<file path="config.mk">
export PLATFORM = sky130hd
export DESIGN_NAME = supv_reset_gen
export DESIGN_NICKNAME = d
export VERILOG_FILES = /design/src/rtl/supv_pkg.sv /design/src/rtl/supv_tick_cnt.sv /design/src/rtl/supv_wd_period.sv /design/src/rtl/supv_reset_gen.sv
export SDC_FILE = /design/constraint.sdc
export NUM_CORES = 1
export LEC_CHECK = 0
export ABC_AREA = 1
export BUFFER_PORTS_ARGS = -buffer_cell sky130_fd_sc_hd__buf_2
export CAP_MARGIN = 20
export CORE_ASPECT_RATIO = 0.75
export CORE_MARGIN = 4
export CORE_UTILIZATION = 35
export CTS_BUF_LIST = sky130_fd_sc_hd__clkbuf_4
export DETAILED_ROUTE_END_ITERATION = 16
export HOLD_SLACK_MARGIN = 0.12
export PLACE_DENSITY = 0.57
export SLEW_MARGIN = 20
export SYNTH_ARGS = -nofsm -noshare
export SYNTH_HDL_FRONTEND = slang
export SYNTH_SLANG_ARGS = --single-unit
</file>
<file path="constraint.sdc">
create_clock -name clk -period 3.9 [get_ports clk]
set_input_delay 0.39 -clock clk [delete_from_list [all_inputs] [get_ports clk]]
set_output_delay 0.39 -clock clk [all_outputs]
set_load 0.03 [all_outputs]
</file>
<file path="src/rtl/supv_pkg.sv">
package supv_pkg;
  // nominal tick counts at 32.768 kHz
  localparam int unsigned NOM_HOLD_TICKS = 8192;   // 250 ms
  localparam int unsigned NOM_WD_LONG    = 57344;  // 1.75 s
  localparam int unsigned NOM_WD_MID     = 24576;  // 750 ms
  localparam int unsigned NOM_WD_SHORT   = 8192;   // 250 ms
  localparam logic [1:0]  WD_SEL_OFF     = 2'd3;

  typedef enum logic [1:0] {
    ST_HOLD  = 2'd0,   // power-up / supply recovery hold
    ST_RUN   = 2'd1,   // reset released, watchdog active
    ST_WDPLS = 2'd2    // watchdog reset pulse
  } supv_state_e;
endpackage

</file>
<file path="src/rtl/supv_tick_cnt.sv">
module supv_tick_cnt #(
  parameter int CW = 16
) (
  input  logic          clk,
  input  logic          rst,
  input  logic          clr,
  input  logic          tick,
  input  logic [CW-1:0] limit,
  output logic          done,
  output logic [CW-1:0] count
);
  logic [CW-1:0] last;

  assign last = limit - 1'b1;
  assign done = tick && !clr && (count == last);

  always_ff @(posedge clk) begin
    if (rst || clr) begin
      count <= '0;
    end else if (tick) begin
      count <= done ? '0 : count + 1'b1;
    end
  end
endmodule

</file>
<file path="src/rtl/supv_wd_period.sv">
module supv_wd_period #(
  parameter int CW          = 16,
  parameter int SCALE_SHIFT = 0
) (
  input  logic          clk,
  input  logic          rst,
  input  logic [1:0]    sel,
  output logic [CW-1:0] limit,
  output logic          enabled,
  output logic          changed
);
  import supv_pkg::*;

  localparam int unsigned LIM_LONG  = NOM_WD_LONG  >> SCALE_SHIFT;
  localparam int unsigned LIM_MID   = NOM_WD_MID   >> SCALE_SHIFT;
  localparam int unsigned LIM_SHORT = NOM_WD_SHORT >> SCALE_SHIFT;

  logic [1:0] sel_q;

  always_ff @(posedge clk) begin
    if (rst) sel_q <= 2'd0;
    else     sel_q <= sel;
  end

  assign changed = (sel != sel_q);
  assign enabled = (sel != WD_SEL_OFF);

  always_comb begin
    case (sel)
      2'd0:    limit = CW'(LIM_LONG);
      2'd1:    limit = CW'(LIM_MID);
      2'd2:    limit = CW'(LIM_SHORT);
      default: limit = CW'(LIM_SHORT);
    endcase
  end
endmodule

</file>
<file path="src/rtl/supv_reset_gen.sv">
module supv_reset_gen #(
  parameter int SCALE_SHIFT = 0
) (
  input  logic       clk,
  input  logic       rst,
  input  logic       tick_i,
  input  logic       supply_low_i,
  input  logic       wdt_kick_i,
  input  logic [1:0] wdt_sel_i,
  output logic       host_rst_n_o,
  output logic       wdt_expired_o
);
  import supv_pkg::*;

  localparam int unsigned HOLD_TICKS = NOM_HOLD_TICKS >> SCALE_SHIFT;
  localparam int unsigned MAX_TICKS  = NOM_WD_LONG >> SCALE_SHIFT;
  localparam int          CW         = $clog2(MAX_TICKS + 1);

  supv_state_e   state, nxt;
  logic [CW-1:0] hold_cnt, wd_count, wd_limit;
  logic          hold_done, hold_clr;
  logic          wd_done, wd_clr, wd_en, sel_chg;

  supv_wd_period #(.CW(CW), .SCALE_SHIFT(SCALE_SHIFT)) u_period (
    .clk(clk), .rst(rst), .sel(wdt_sel_i),
    .limit(wd_limit), .enabled(wd_en), .changed(sel_chg)
  );

  // shared by the power-up hold and the watchdog pulse (equal lengths)
  assign hold_clr = (state == ST_RUN) || supply_low_i;
  supv_tick_cnt #(.CW(CW)) u_hold (
    .clk(clk), .rst(rst), .clr(hold_clr), .tick(tick_i),
    .limit(CW'(HOLD_TICKS)), .done(hold_done), .count(hold_cnt)
  );

  assign wd_clr = (state != ST_RUN) || !wd_en || wdt_kick_i || sel_chg;
  supv_tick_cnt #(.CW(CW)) u_wd (
    .clk(clk), .rst(rst), .clr(wd_clr), .tick(tick_i),
    .limit(wd_limit), .done(wd_done), .count(wd_count)
  );

  always_comb begin
    nxt = state;
    if (supply_low_i) begin
      nxt = ST_HOLD;
    end else begin
      case (state)
        ST_HOLD:  if (hold_done) nxt = ST_RUN;
        ST_RUN:   if (wd_done)   nxt = ST_WDPLS;
        ST_WDPLS: if (hold_done) nxt = ST_RUN;
        default:  nxt = ST_HOLD;
      endcase
    end
  end

  always_ff @(posedge clk) begin
    if (rst) begin
      state         <= ST_HOLD;
      host_rst_n_o  <= 1'b0;
      wdt_expired_o <= 1'b0;
    end else begin
      state         <= nxt;
      host_rst_n_o  <= (nxt == ST_RUN);
      wdt_expired_o <= (nxt == ST_WDPLS);
    end
  end
endmodule

</file>
==> summary by stage <==
STA
Setup violations remaining at the end of the flow were counted as 0. At the pin with the least slew margin, the transition time is 411 ps. Setup repair after global routing left no endpoint under its margin. The achievable frequency is 619 MHz. The number of endpoints with negative hold slack in the final report is 0. Measured against its own limit, the worst slew margin works out to 72.4%. The clock period minus final worst setup slack is 1620 ps.

The number of slew-limit violations in the final report is 0. The clock tree skew after final layout is 9.89 ps. The part of the cycle the worst path needs is 41.4%. The accumulated negative setup slack is 0 ps.

Synthesis
The synthesized instance count is 273. The count of cell types in the netlist is 26. The main flop type after synthesis is sky130_fd_sc_hd__dfxtp_1. The average instance in the mapped netlist occupies 7.15 um2. In the synthesized netlist the async set-or-reset flop fraction comes to 0%.

Yosys attributes the largest share of cell area to sky130_fd_sc_hd__dfxtp_1, sky130_fd_sc_hd__nand2_1, sky130_fd_sc_hd__nor2_1. During synthesis, Yosys emitted a total of 0 warnings. The number of nets handed over by synthesis was 282.

In this run, synthesis inferred 0 flip-flops with an integrated enable. Of the synthesized area, sequential elements account for 38.9%. The register bit count reported by yosys is 38. The area share of the largest cell type after synthesis is 38.9%. The library cell with the largest summed area after synthesis is sky130_fd_sc_hd__dfxtp_1.

The post-synth design cell area is 0.00195 mm2.

Drt
The average wire per standard cell is 10.2 um. The routed design has 3.70 mm of wire. The routed layout has 1575 vias. After detailed routing, the number of remaining DRC violations is 0. The detailed router's first-iteration violation count is 46.

The via density per instance is 4.35. The number of antenna-violating nets in the routed design is 0. The first TritonRoute pass finished after 4 iterations.

Worst setup path
The signal arrival time at the worst endpoint is 1840 ps. The nature of the critical path startpoint is a flop. The number of cells traversed by the worst register-to-register path is 8.

The setup slack on the worst flop-to-flop path is 2280 ps. The endpoint of the most critical setup path is u_wd.count[15]. In this run the critical register-to-register path is captured at u_wd.count[15]. In this run the worst path has a maximum fanout of 11. The sort of element at the end of the critical path is a flop. The critical path start-end classification is flop to flop. The critical path required time is 4130 ps. In this run the worst setup path begins at u_wd.count[0].

The worst register-to-register path begins at u_wd.count[0].

Placed design
The quantity of I/O buffers inserted on ports is 8. At the end of routability-driven placement, the weighted congestion stood at 0.772. In this run, placement finished with an instance count of 354. Detailed placement ended at an HPWL of 2.89 mm.

Clocking
Post-CTS repair changed the size of 0 cells. CTS placed an instance of sky130_fd_sc_hd__clkbuf_4 at the clock tree root. The clock passes through at most 2 buffers.

The post-CTS setup repair buffer count is 0. The total number of H-tree levels is 2. The number of hold buffers added after CTS is 0.

Clock tree synthesis found a total of 38 sinks. The clock insertion delay at the later pin of the skew report is 340 ps. The clock tree from TritonCTS is built. The number of CTS-inserted buffers is 5. Clock-pin slew was measured on the worst setup and hold paths at 120 ps.

Global route
The first global-routing pass estimated 6.49 mm of wire. The number of antenna violations at the first check in global routing was 0. The largest net degree at the start of global routing is 14. The total global routing track utilization is 11.9%. After global routing the overflow that remains totals 0. The via count of the first global-routing pass is 1468.

Pwr
Total power for the finished layout comes to 0.678 mW. The analysis attributes to cell leakage a power of 0.762 nW. In this run the power density over the cells is 317 mW/mm2. Cell internal power was estimated by the tool at 0.529 mW. Net switching is 21.9% of the power. The share of total power dissipated in the clock network is 39.2%. The part of the total power dissipated in combinational logic is 3.2%. The peak ir drop on the vdd network is 0.174 mV.

The sequential fraction of design power is 57.6%. In this run the power spent charging and discharging nets is 0.149 mW.

Job
The number of maximum-capacitance constraint violations is 0.

Die
The floorplan step set the die width to 94.3 um. The I/O pin count is 9. For this configuration, the core starts out at a cell density of 36.3%. The floorplan has 23 rows. The core region is 0.00538 mm2. The die outline area is 0.00685 mm2. The height of the die is 72.7 um.

Cells and area
The filler-free cell count of the finished design is 362. The area added between synthesis and finish is 9.67%. The sequential cell area is 761 um2.

The antenna diode count is 0. After filler insertion, the fill cell instance count of the layout stands at 586. The fraction of layout cells with a size suffix above 1 is 17.4%. The multi-input logic area is 0.00102 mm2.

The final layout contains 295 nets.

Run status
The run finished with clean final reports.

Min path
The worst hold-check path type is primary input to flop.
-- worst min-delay path by stage --
stage          slack, ps       startpoint                end  depth (start not counted)
3_3_place_gp         480  u_hold.count[1]    u_hold.count[1]                          2
4_1_cts              260              rst  u_period.sel_q[1]                          2
6_report             270              rst  u_period.sel_q[1]                          2
5_1_grt              280              rst  u_period.sel_q[0]                          2
3_5_place_dp         480  u_hold.count[1]    u_hold.count[1]                          2
2_1_floorplan        460  u_hold.count[1]    u_hold.count[1]                          2
-- metrics by stage --
stage               util, %  setup WS (ps)  hold WS (ps)  instance area (um2)
floorplan                 -           2510           461                 1950
global placement       38.4           2230           477                 2060
detailed placement     38.4           2180           479                 2060
CTS                    39.8           2260           261                 2140
global route           39.8           2130           278                 2140
finish                 39.8           2280           274                 2140
-- kinds of logic after synthesis --
logic type	after synthesis	synth area share [%]
AO/OA/AOI/OAI	19	5.57
XOR/XNOR	16	7.17
adder cells (fa/ha/maj)	2	1.28
buffers and inverters	41	8.65
flip-flops	38	38.9
AND/OR/NAND/NOR	157	38.4
-- worst max-delay path: stages, from the launching register on --
cell and delay [ps]:
sky130_fd_sc_hd__dfxtp_1 400, sky130_fd_sc_hd__ha_1 230, sky130_fd_sc_hd__inv_1 60, sky130_fd_sc_hd__nor2_2 130, sky130_fd_sc_hd__nand2_2 60, sky130_fd_sc_hd__nor2_2 110, sky130_fd_sc_hd__nand3_2 140, sky130_fd_sc_hd__nand2_2 290
sky130_fd_sc_hd__nor2_2 70
-- power by group through the flow --
| stage | registers, mW | clock network, mW | logic, mW |
|---|---|---|---|
| 2_1_floorplan | 0.399 | 0 | 0.0145 |
| 3_3_place_gp | 0.399 | 0 | 0.0217 |
| 3_5_place_dp | 0.399 | 0 | 0.0219 |
| 6_report | 0.391 | 0.266 | 0.0216 |
| 5_1_grt | 0.391 | 0.291 | 0.0249 |
| 4_1_cts | 0.391 | 0.278 | 0.0219 |
-- layout make-up --
cell class | instances | share of cell area [%]
flip-flops and latches | 38 | 35.5
repair buffers | 8 | 1.87
well taps | 75 | 4.38
inverters | 39 | 6.83
clock inverters | 3 | 1.87
clock buffers | 5 | 1.75
multi-input cells | 194 | 47.8
-- cell usage after synthesis (2+ instances only) --
library cell / number
sky130_fd_sc_hd__nand4_1: 5
sky130_fd_sc_hd__nand3_2: 3
sky130_fd_sc_hd__nor2_4: 5
sky130_fd_sc_hd__a21oi_1: 10
sky130_fd_sc_hd__buf_6: 2
sky130_fd_sc_hd__nor3_1: 5
sky130_fd_sc_hd__xor2_1: 11
sky130_fd_sc_hd__nand2_1: 57
sky130_fd_sc_hd__inv_2: 3
sky130_fd_sc_hd__dfxtp_1: 38
sky130_fd_sc_hd__nor2_2: 16
sky130_fd_sc_hd__nor2_1: 41
sky130_fd_sc_hd__o21ai_0: 4
sky130_fd_sc_hd__nand3_1: 19
sky130_fd_sc_hd__xnor2_1: 5
sky130_fd_sc_hd__nand2_2: 3
sky130_fd_sc_hd__ha_1: 2
sky130_fd_sc_hd__inv_1: 36
-- cell usage in the layout, fill, tap and decap left out, drive strengths merged --
cell type and count:
bufinv 1, or2 1, clkinv 2, nand3 22
a21oi 10, ha 2, xnor2 5, o21bai 1
a21o 1, xor2 11, o21ai 5, nand4 5
and2 1, nand2 61, nor3 5, clkbuf 5
inv 39, dfxtp 38, nor2 62, a311oi 1
o22ai 1, buf 8
-- sequential cells by signal (all words and copies together), names as in the netlist --
signal / cells
state: 2
wdt_expired_o: 1
u_wd.count: 16
u_period.sel_q: 2
host_rst_n_o: 1
u_hold.count: 16
-- per-layer routing --
layer / wire, um / GRT usage, %
met2: 1390 / 16.2
met4: 0 / 2.88
met5: 0 / 0
met1: 2160 / 18.4
met3: 146 / 3.09
Power figures use the tool's default switching activity.
